$ cat config.mk
export PLATFORM = sky130hd
export DESIGN_NAME = dist_arb_cluster
export DESIGN_NICKNAME = d
export VERILOG_FILES = /design/src/rtl/dist_arb_pkg.sv /design/src/rtl/wired_or_lines.sv /design/src/rtl/dist_arb_agent.sv /design/src/rtl/dist_arb_cluster.sv
export SDC_FILE = /design/constraint.sdc
export NUM_CORES = 1
export LEC_CHECK = 0
export CAP_MARGIN = 0
export CORE_ASPECT_RATIO = 1.4
export CORE_MARGIN = 1.5
export CORE_UTILIZATION = 45
export CTS_BUF_LIST = sky130_fd_sc_hd__clkbuf_2
export DETAILED_ROUTE_END_ITERATION = 12
export GPL_TIMING_DRIVEN = 0
export HOLD_SLACK_MARGIN = 0.02
export PLACE_DENSITY_LB_ADDON = 0.08
export SLEW_MARGIN = 20
export SYNTH_ARGS = -nofsm -noshare
export SYNTH_HDL_FRONTEND = slang
export SYNTH_HIERARCHICAL = 1
export SYNTH_SLANG_ARGS = --single-unit
$ cat constraint.sdc
create_clock -name clk -period 3.9 [get_ports clk]
set_clock_uncertainty 0.05 [all_clocks]
set_input_delay 0.585 -clock clk [delete_from_list [all_inputs] [get_ports clk]]
set_output_delay 0.585 -clock clk [all_outputs]
set_load 0.02 [all_outputs]
$ cat src/rtl/dist_arb_pkg.sv
// Shared types for the distributed wired-OR arbitration agents.
package dist_arb_pkg;
    // Agent phases: waiting, contending on the lines, reporting a result
    typedef enum logic [1:0] {
        AG_IDLE = 2'd0,
        AG_ARB  = 2'd1,
        AG_DONE = 2'd2
    } agent_state_t;
endpackage

$ cat src/rtl/wired_or_lines.sv
// Model of the shared arbitration lines. Every ID line and the start line
// resolve as the OR of all agents' drives.
// Assumes: the drives come from registers, so no combinational loop forms
// through the agents.
module wired_or_lines #(
    parameter int N    = 4,
    parameter int ID_W = 4
) (
    input  logic [N*ID_W-1:0] drv_flat,
    input  logic [N-1:0]      start_drv,
    output logic [ID_W-1:0]   lines,
    output logic              start_line
);
    // OR-reduce all agents' ID drives and start drives
    always_comb begin
        lines      = '0;
        start_line = 1'b0;
        for (int i = 0; i < N; i++) begin
            lines      = lines | drv_flat[i*ID_W +: ID_W];
            start_line = start_line | start_drv[i];
        end
    end
endmodule

$ cat src/rtl/dist_arb_agent.sv
// One device's arbitration agent. It joins a contest when req is high and
// no contest runs. In every contest cycle it re-drives its ID, masked below
// the highest bit where the lines show 1 and its own ID has 0. After SETTLE
// cycles it reports a win if the lines equal its ID, and a loss otherwise.
// Assumes: IDs are unique and SETTLE >= ID_W, so the lines have settled.
module dist_arb_agent
    import dist_arb_pkg::*;
#(
    parameter int ID_W   = 4,
    parameter int SETTLE = 5,
    parameter int CNT_W  = $clog2(SETTLE + 1)
) (
    input  logic            clk,
    input  logic            rst_n,
    input  logic            req,
    input  logic [ID_W-1:0] my_id,
    input  logic [ID_W-1:0] lines,
    input  logic            start_seen,
    output logic [ID_W-1:0] drive,
    output logic            start_drv,
    output logic            win,
    output logic            lose
);
    localparam logic [CNT_W-1:0] LAST = CNT_W'(SETTLE - 1);

    agent_state_t     state_q;
    logic [CNT_W-1:0] cnt_q;
    logic [ID_W-1:0]  drive_q;
    logic             result_q;
    logic [ID_W-1:0]  keep;

    // Mask of own bits still allowed: clear below any lost higher bit
    always_comb begin
        logic blocked;
        blocked = 1'b0;
        for (int i = ID_W - 1; i >= 0; i--) begin
            keep[i] = !blocked;
            blocked = blocked | (lines[i] & ~my_id[i]);
        end
    end

    // Phase sequencing, settle counting, drive update and result capture
    always_ff @(posedge clk) begin
        if (!rst_n) begin
            state_q  <= AG_IDLE;
            cnt_q    <= '0;
            drive_q  <= '0;
            result_q <= 1'b0;
        end else begin
            case (state_q)
                AG_IDLE: begin
                    if (req && !start_seen) begin
                        state_q <= AG_ARB;
                        cnt_q   <= '0;
                        drive_q <= my_id;
                    end
                end
                AG_ARB: begin
                    cnt_q   <= cnt_q + 1'b1;
                    drive_q <= my_id & keep;
                    if (cnt_q == LAST) begin
                        state_q  <= AG_DONE;
                        result_q <= (lines == my_id);
                        drive_q  <= '0;
                    end
                end
                default: begin
                    state_q <= AG_IDLE;
                end
            endcase
        end
    end

    assign drive     = drive_q;
    assign start_drv = (state_q == AG_ARB);
    assign win       = (state_q == AG_DONE) &&  result_q;
    assign lose      = (state_q == AG_DONE) && !result_q;
endmodule

$ cat src/rtl/dist_arb_cluster.sv
// Top level: N distributed agents sharing one set of OR-resolved ID lines
// and one start line. No central decision is made here. The top only
// wires the agents to the line model and gathers their results.
// Assumes: the IDs on id_flat are unique and held steady.
module dist_arb_cluster #(
    parameter int N      = 4,
    parameter int ID_W   = 4,
    parameter int SETTLE = 5
) (
    input  logic              clk,
    input  logic              rst_n,
    input  logic [N-1:0]      req,
    input  logic [N*ID_W-1:0] id_flat,
    output logic [N-1:0]      grant,
    output logic [N-1:0]      lost,
    output logic              done,
    output logic [ID_W-1:0]   bus_lines,
    output logic              start_line
);
    logic [N*ID_W-1:0] drv_flat;
    logic [N-1:0]      start_drv;

    wired_or_lines #(.N(N), .ID_W(ID_W)) u_lines (
        .drv_flat   (drv_flat),
        .start_drv  (start_drv),
        .lines      (bus_lines),
        .start_line (start_line)
    );

    for (genvar g = 0; g < N; g++) begin : g_agent
        dist_arb_agent #(.ID_W(ID_W), .SETTLE(SETTLE)) u_agent (
            .clk        (clk),
            .rst_n      (rst_n),
            .req        (req[g]),
            .my_id      (id_flat[g*ID_W +: ID_W]),
            .lines      (bus_lines),
            .start_seen (start_line),
            .drive      (drv_flat[g*ID_W +: ID_W]),
            .start_drv  (start_drv[g]),
            .win        (grant[g]),
            .lose       (lost[g])
        );
    end

    // A result cycle is any cycle in which some agent reports
    assign done = |(grant | lost);
endmodule

* Word level (Yosys, flattened, before mapping)
Cells that the tools add are included.
Cells by class: add/subtract/negate cells 4, eq/ne operators 24, multiplexer cells 32, bitwise operators 43, reduce and logical (&&, ||, !) cells 50
Operators with widths (number):
- 2-to-1 mux 4 bit | 8
- one-hot mux 4 bit (2 select lines) | 4
- one-hot mux 3 bit (2 select lines) | 4
- AND reduction 2 bit | 12
- zero test 1 bit | 17
- AND 4 bit | 4
- == test 4 bit | 4
- 2-to-1 mux 2 bit | 8
- bitwise OR 4 bit | 4
- one-hot mux 2 bit (2 select lines) | 4
- adder 3 x 1 -> 3 bit (second input constant) | 4
- AND 1 bit | 12
- == test 3 bit (second input constant) | 4
- logical AND 1 bit | 12
- 2-to-1 mux 3 bit | 4
- NOT 1 bit | 12
- bitwise OR 1 bit | 11
- == test 2 x 1 -> 1 bit (second input constant) | 4
- == test 2 bit (second input constant) | 4
- zero test 2 bit | 4
- != test 2 x 1 -> 1 bit (second input constant) | 4
- != test 2 bit (second input constant) | 4
- nonzero test 2 bit | 4
- OR reduction 4 bit | 1
Word-level totals: register bits 40, input bits 22, output and inout port bits 14, logic and storage cells 169

* Depth between registers and ports, before layout
Gate-level depths: netlist of the first run.
depth in word-level cells 10, gate-level depth with buffers 8, mapped depth without buffers 6

* Hierarchy
Netlist of the first run, hierarchy kept.
Modules (own cells, without submodules):
- dist_arb_agent | instances 4, cells an instance 62, area each 548.0 um^2, sequential area each 200.2 um^2
- wired_or_lines | instances 1, cells an instance 5, area each 37.5 um^2, sequential area each 0.0 um^2
- dist_arb_cluster | instances 1, cells an instance 3, area each 16.3 um^2, sequential area each 0.0 um^2

* Worst setup path after synthesis of the first run
Ideal clock, no wire load.
kind flip-flop to flip-flop, start reg g_agent[1].u_agent.state_q[0], end reg g_agent[0].u_agent.drive_q[1], library setup time 0.114 ns, arrival 1.968 ns, data required time 3.736 ns, setup slack 1.768 ns, cell stages (with the launch flop) 9, path buffers 2, period minus slack after synthesis 2.132 ns, cell sequence dfxtp_1 > nor2b_4 > buf_6 > or4_1 > nand2b_1 > a21oi_1 > buf_4 > mux2i_1 > nor2_1
On the way: cells in the longest elaborated chain, start to end 8
Ends and longest elaborated chain:
- start, declared | line dist_arb_agent.sv:26 | agent_state_t state_q;
- start signal, assigned | line dist_arb_agent.sv:45 | state_q <= AG_IDLE;
- start signal, assigned | line dist_arb_agent.sv:53 | state_q <= AG_ARB;
- start signal, assigned | line dist_arb_agent.sv:62 | state_q <= AG_DONE;
- == test 2 x 1 -> 1 bit | line dist_arb_agent.sv:75 | assign start_drv = (state_q == AG_ARB);
- via start_drv[1] | line dist_arb_cluster.sv:21 | logic [N-1:0] start_drv;
- bitwise OR 1 bit (3 in series) | line wired_or_lines.sv:20 | start_line = start_line | start_drv[i];
- via start_line | line dist_arb_cluster.sv:18 | output logic start_line
- zero test 1 bit | line dist_arb_agent.sv:52 | if (req && !start_seen) begin
- logical AND 1 bit | line dist_arb_agent.sv:52
- != test 2 x 1 -> 1 bit (no line)
- AND reduction 2 bit (no line)
- end signal, assigned | line dist_arb_agent.sv:55 | drive_q <= my_id;
- end signal, assigned | line dist_arb_agent.sv:60 | drive_q <= my_id & keep;
- end, declared | line dist_arb_agent.sv:28 | logic [ID_W-1:0] drive_q;
The timed path passes the listed nets, and every way through them passes these cells. A chain may end at the register's enable or synchronous reset.

* Worst setup path after layout of the first run
start reg g_agent[1].u_agent.state_q[0], end out start_line
On the way: cells in the longest elaborated chain, start to end 4
Ends and longest elaborated chain (line):
- == test 2 x 1 -> 1 bit | dist_arb_agent.sv:75
- via start_drv[1] | dist_arb_cluster.sv:21
- bitwise OR 1 bit (3 in series) | wired_or_lines.sv:20
- end, declared | dist_arb_cluster.sv:18
The timed path passes the listed nets, and every way through them passes these cells.

==> results of run 1 <==
==> metal layers <==
| metal | GRT usage [%] | wire length (um) | vias to the layer above |
|---|---|---|---|
| li1 | - | - | 953 |
| met1 | 23.6 | 2230 | 815 |
| met2 | 32.8 | 2260 | 47 |
| met3 | 4.29 | 201 | 12 |
| met4 | 8.48 | 121 | 0 |
| met5 | 0 | 0 | - |
==> layout make-up <==
class	count	area, sq um
Inverter	28	105
Clock inverter	3	37.5
Multi-Input combinational cell	180	1260
Clock buffer	5	25.0
Sequential cell	40	801
Fill cell	456	2100
Tap cell	64	80.1
Timing Repair Buffer	35	350
Buffer	8	75.1
==> worst max-delay path: stages (launching register included) <==
cell             delay [ns]
dfxtp_1                0.40
nor2b_4                0.14
buf_6                  0.14
or4_1                  0.63
clkdlybuf4s50_1        0.58
==> layout by cell type (no fill, tap or decap) <==
| cell type | instances |
|---|---|
| a211oi_1 | 4 |
| a21oi_1 | 16 |
| a311oi_1 | 4 |
| and2_1 | 4 |
| and2_4 | 8 |
| and3_1 | 8 |
| buf_4 | 4 |
| buf_6 | 4 |
| bufinv_16 | 1 |
| clkbuf_2 | 5 |
| clkdlybuf4s50_1 | 35 |
| clkinv_1 | 2 |
| dfxtp_1 | 40 |
| ha_1 | 20 |
| inv_1 | 28 |
| mux2i_1 | 4 |
| nand2_1 | 21 |
| nand2_4 | 4 |
| nand2b_1 | 16 |
| nand3_1 | 12 |
| nand4_1 | 4 |
| nor2_1 | 12 |
| nor2b_4 | 4 |
| nor3_2 | 4 |
| nor3b_1 | 4 |
| nor4_1 | 2 |
| o21a_1 | 4 |
| o21ai_0 | 4 |
| o21ai_1 | 8 |
| o31ai_1 | 4 |
| or4_1 | 5 |
| xor2_1 | 4 |
==> power groups by stage <==
stage               registers (uW)  logic (uW)  clock network [uW]
floorplan                      479         299                   0
global placement               489         432                   0
detailed placement             490         437                   0
CTS                            482         440                 250
global route                   488         488                 266
finish                         481         433                 243
==> registers in the layout (all words and copies together), names as in the netlist <==
register and count:
g_agent.u_agent/result_q 4, g_agent.u_agent/cnt_q 12, g_agent.u_agent/state_q 8, g_agent.u_agent/drive 16
==> stage by stage <==
| stage | hold slack [ns] | util (%) | cells | power (uW) | cell area, sq um |
|---|---|---|---|---|---|
| 2_1_floorplan | 0.373 | - | 256 | 778 | 2250 |
| 3_3_place_gp | 0.391 | 55.3 | 355 | 921 | 2680 |
| 3_5_place_dp | 0.388 | 55.3 | 355 | 928 | 2680 |
| 4_1_cts | 0.416 | 56.6 | 363 | 1170 | 2740 |
| 5_1_grt | 0.451 | 56.6 | 363 | 1240 | 2740 |
| 6_report | 0.415 | 56.6 | 363 | 1160 | 2740 |
==> worst max-delay path by stage <==
stage / startpoint / to / slack, ns / cells after the start
5_1_grt: g_agent[1].u_agent/state_q[0] / start_line / 0.82 / 4
2_1_floorplan: g_agent[1].u_agent/state_q[0] / g_agent[0].u_agent/drive[1] / 1.77 / 8
3_5_place_dp: g_agent[1].u_agent/state_q[0] / start_line / 1.41 / 4
3_3_place_gp: g_agent[1].u_agent/state_q[0] / start_line / 1.42 / 4
4_1_cts: g_agent[1].u_agent/state_q[0] / start_line / 0.92 / 4
6_report: g_agent[1].u_agent/state_q[0] / start_line / 0.97 / 4
==> logic make-up after synthesis <==
kind of cell	synth area share (%)
AO/OA/AOI/OAI	11.8
multiplexers	1.78
adder cells (fa/ha/maj)	11.1
XOR/XNOR	1.56
AND/OR/NAND/NOR	30.0
buffers and inverters	8.02
flip-flops	35.7
==> qor.yml, run 1 <==
clock_tree:
  clk_latency_ns: 0.40
  cts_setup_buffers: 0
  clock_sinks: 40
  holdBufCountCts: 0
  htreeDepth: 2
  cts_root_buf: "clkbuf_2"
  numCtsBuffers: 5
  cts_resized: 0
  clk_path_buf_depth: 2
  cts_tree: "done"
  clk_pin_slew_ns: 0.21
power:
  peakVddDrop_mv: 0.225
  p_per_area_nw_per_um2: 422
  combPwrFrac_pct: 37.4
  p_int_uw: 753
  p_sw_share_pct: 34.9
  p_leak_uw: 0.00122
  p_sw_uw: 404
  power_frac_clock_pct: 21.0
  seqPwrFrac_pct: 41.6
finish:
  area_growth_pct: 22.0
  final_nets: 340
  layout-drive-gt1-share_pct: 11.4
  antennaDiodeCount: 0
outcome:
  status: "complete, no violations"
floorplan:
  dieWidth_um: 62.7
  die_y_um: 86.6
  ios: 36
  num_rows: 30
  initial_utilization_pct: 46.4
  core_region_area_sq_um: 4840
  die-area_sq_um: 5430
global_routing:
  antenna_found_initial: 0
  grt-ovfl-total: 0
  grt_pass1_wl_mm: 8.25
  grtUsageTotal_pct: 19.4
  grt_pass1_vias: 1796
  grt_max_degree: 29
sta:
  fin_crit_ns: 2.93
  finalSetupViolCount: 0
  finalCritPeriodShare_pct: 75.2
  slew_violations: 0
  worstMarginPinSlew_ns: 1.03
  layout_setup_ws_ns: 0.968
  fmax_ghz: 0.341
  hold_viol: 0
  rsz0062_at_grt: "no"
  setup_tns_ns: 0
  slew_headroom_pct: 31.2
route:
  drtIter0Drc: 58
  vias_per_cell: 5.03
  postRouteAntennaNets: 0
  route.detailed.drc: 0
  drt_wl_total_mm: 4.82
  dr.pass1.iters: 4
  wl_per_cell_um: 13.3
  vias: 1827
synthesis:
  postSynthAreaPerCell_sq_um: 8.77
  yosys_warnings: 6
  ys_async_sr_fraction_pct: 0
  synth_commonest_cells: "dfxtp_1 (40), inv_1 (28), nand2_1 (21)"
  ys_seq_area_share_pct: 35.7
  ys_top_cells_by_area: "dfxtp_1 (36%), ha_1 (11%), inv_1 (4.7%)"
  yosysTopAreaCellShare_pct: 35.7
  syn_inst: 256
  synth-seq-cells: 40
  netlist_area_sq_um: 2250
  synth_top_area_cell: "dfxtp_1"
  synth_most_common_cell: "dfxtp_1"
  ys_types: 28
  yosys_most_used_dff: "dfxtp_1"
  synth_edf_count: 0
  synth_nets: 298
placement:
  io_buffer_count: 35
  place_ws_ns: 1.41
  hpwl_mm: 3.56
  gp_congestion: 0.751
setup_path:
  r2r_slack_ns: 1.59
  crit_path_max_fanout: 8
  critPathCaptureType: "primary output"
  rr_startpoint: "g_agent[1].u_agent/state_q[0]"
  startpoint_type: "register"
  critical_path_arrival_ns: 2.30
  r2r_cells: 8
  required_ns: 3.26
  crit_type: "reg2out"
  rr_endpoint: "g_agent[2].u_agent/drive[1]"
hold_path:
  hold_end: "g_agent[1].u_agent/drive[2]"
  hp-class: "reg2reg"
  min_from: "g_agent[1].u_agent/drive[2]"
  whs_path_depth: 2
flow_run:
  max-cap-violations: 0
No activity file was read; power rests on OpenSTA's default activity.
==> run 2, diff against run 1 <==
==> constraint.sdc (replaced) <==
create_clock -name clk -period 2.4 [get_ports clk]
set_clock_uncertainty 0.05 [all_clocks]
set_input_delay 0.36 -clock clk [delete_from_list [all_inputs] [get_ports clk]]
set_output_delay 0.36 -clock clk [all_outputs]
set_load 0.02 [all_outputs]
==> qor.yml, run 2 (synthesis gave the netlist of run 1 again) <==
setup_path:
  required_ns: 1.99  # was 3.26 ns
  crit_type: "reg2out"  # unchanged
  critPathCaptureType: "primary output"  # unchanged
  rr_endpoint: "g_agent[2].u_agent/drive[1]"  # unchanged
  r2r_cells: 8  # unchanged
  r2r_slack_ns: 0.19  # was 1.59 ns
  path_buf_inv: 1  # was 2
  crit_path_max_fanout: 5  # was 8
  crit_chain: "or4_1 -> dlygate4sd2_1"  # was nor2b_4 -> buf_6 -> or4_1 -> clkdlybuf4s50_1
  cp.depth: 2  # was 4
  startpoint_type: "register"  # unchanged
  critical_path_arrival_ns: 1.85  # was 2.30 ns
  rr_startpoint: "g_agent[1].u_agent/state_q[0]"  # unchanged
  slowest_stage: "or4_1"  # unchanged
  max_stage_delay_ns: 0.69  # was 0.63 ns
  cp_top_family: "simple AND/OR/NAND/NOR gates"  # unchanged
power:
  seqPwrFrac_pct: 41.9  # was 41.6%
  p_int_uw: 1210  # was 753 uW
  peakVddDrop_mv: 0.368  # was 0.225 mV
  power_uw: 1870  # was 1160 uW
  p_sw_uw: 662  # was 404 uW
  p_per_area_nw_per_um2: 677  # was 422 nW/um^2
  combPwrFrac_pct: 36.9  # was 37.4%
  p_leak_uw: 0.00125  # was 0.00122 uW
  p_sw_share_pct: 35.4  # was 34.9%
  power_frac_clock_pct: 21.2  # was 21.0%
finish:
  antennaDiodeCount: 0  # unchanged
  layout_common_cells: "dfxtp_1 (37), clkdlybuf4s50_1 (29), inv_1 (28)"  # was dfxtp_1 (40), clkdlybuf4s50_1 (35), inv_1 (28)
  seqCellArea_sq_um: 805  # was 801 sq um
  layout_commonest_cell: "dfxtp_1"  # unchanged
  largest_reg_flops: 16  # unchanged
  layout-drive-gt1-share_pct: 14.0  # was 11.4%
  final_nets: 340  # unchanged
  area_growth_pct: 22.9  # was 22.0%
  multi_input_area_sq_um: 1290  # was 1260 sq um
  fillers: 454  # was 456
clock_tree:
  numCtsBuffers: 5  # unchanged
  cts_setup_buffers: 0  # unchanged
  cts_tree: "done"  # unchanged
  clk_pin_slew_ns: 0.21  # about the same
  clk_latency_ns: 0.40  # about the same
  clock_sinks: 40  # unchanged
  htreeDepth: 2  # unchanged
  clk_path_buf_depth: 2  # unchanged
  cts_root_buf: "clkbuf_2"  # unchanged
hold_path:
  min_from: "g_agent[1].u_agent/drive[2]"  # unchanged
  whs_path_depth: 2  # unchanged
  hold_end: "g_agent[1].u_agent/drive[2]"  # unchanged
  hp-class: "reg2reg"  # unchanged
sta:
  finalSetupViolCount: 0  # unchanged
  worstMarginPinSlew_ns: 1.04  # was 1.03 ns
  rsz0062_at_grt: "no"  # unchanged
  slew_headroom_pct: 30.7  # was 31.2%
  slew_violations: 0  # unchanged
  fmax_ghz: 0.442
  fin_crit_ns: 2.26
  setup_tns_ns: 0  # unchanged
  hold_viol: 0  # unchanged
  whs_ns: 0.417  # was 0.415 ns
  finalCritPeriodShare_pct: 94.3
placement:
  io_buffer_count: 35  # unchanged
  hpwl_mm: 3.56  # unchanged
  gp_congestion: 0.751  # unchanged
route:
  drt_wl_total_mm: 4.87  # was 4.82 mm
  drtIter0Drc: 55  # was 58
  postRouteAntennaNets: 0  # unchanged
  vias: 1829  # was 1827
  vias_per_cell: 5.04  # was 5.03
  wl_per_cell_um: 13.4  # was 13.3 um
  route.detailed.drc: 0  # unchanged
  dr.pass1.iters: 4  # unchanged
floorplan:
  num_rows: 30  # unchanged
  dieWidth_um: 62.7  # unchanged
  core_region_area_sq_um: 4840  # unchanged
  die_y_um: 86.6  # unchanged
  ios: 36  # unchanged
  die-area_sq_um: 5430  # unchanged
  initial_utilization_pct: 46.4  # unchanged
global_routing:
  grt_max_degree: 29  # unchanged
  antenna_found_initial: 0  # unchanged
  grtUsageTotal_pct: 19.3  # was 19.4%
  grt_pass1_wl_mm: 8.22  # was 8.25 mm
  grt_pass1_vias: 1792  # was 1796
  grt-ovfl-total: 0  # unchanged
outcome:
  status: "complete, no violations"  # unchanged
flow_run:
  max-cap-violations: 0  # unchanged
## run 2: cell count changes in the layout (fill, tap and decap cells not counted), sizes merged
cell           delta
clkdlybuf4s50     -6
dlygate4sd2       +5
clkbuf            +1
## run 2: routing by layer
layer / up-vias / track usage (%) / share of wire, %
li1: 954 / - / -
met1: 824 / 23.5 / 48
met2: 41 / 32.8 / 46
met3: 10 / 4.29 / 3.8
met4: 0 / 8.48 / 2.5
met5: - / 0 / 0
## run 2: area by class of cell
| cell class | instances | area share, % |
|---|---|---|
| buffer | 8 | 2.72 |
| clock buffer | 5 | 0.907 |
| clock inverter | 3 | 1.36 |
| inverter | 28 | 3.81 |
| multi-input combinational | 180 | 46.9 |
| sequential | 40 | 29.1 |
| tap | 64 | 2.90 |
| timing repair buffer | 35 | 12.3 |
## run 2: worst max-delay path by stage
stage,slack (ns),startpoint,end
floorplan,0.27,g_agent[1].u_agent/state_q[0],g_agent[0].u_agent/drive[1]
global placement,0.12,g_agent[1].u_agent/state_q[0],g_agent[3].u_agent/drive[1]
detailed placement,0.13,g_agent[1].u_agent/state_q[0],g_agent[0].u_agent/drive[1]
CTS,0.01,g_agent[1].u_agent/state_q[0],start_line
global route,0.04,g_agent[1].u_agent/drive[0],bus_lines[0]
finish,0.14,g_agent[1].u_agent/drive[3],bus_lines[3]
## run 2: power by group through the flow
| stage | combinational [uW] | sequential (uW) | clock (uW) |
|---|---|---|---|
| 3_5_place_dp | 711 | 797 | 0 |
| 3_3_place_gp | 701 | 795 | 0 |
| 2_1_floorplan | 485 | 778 | 0 |
| 6_report | 689 | 783 | 395 |
| 4_1_cts | 699 | 785 | 406 |
| 5_1_grt | 772 | 795 | 432 |
## run 2: worst min-delay path, cell delays in order (launching register included)
cell and delay [ns]:
dfxtp_1 0.36, nand2_1 0.05, o21ai_1 0.05
## run 2: timing repair
item	in CTS	in global routing
pin swaps	0	0
endpoints found under the setup margin	6	1
gates resized for setup	14	2
cloned	0	0
hold buffers	0	0
## run 2: metrics by stage
step / utilization (%) / area, sq um / setup slack (ns) / cells
6_report: 57.0 / 2760 / 0.136 / 363
5_1_grt: 57.0 / 2760 / 0.0375 / 363
3_3_place_gp: 55.3 / 2680 / 0.123 / 355
4_1_cts: 57.1 / 2760 / 0.0140 / 363
3_5_place_dp: 55.3 / 2680 / 0.126 / 355
2_1_floorplan: - / 2250 / 0.268 / 256
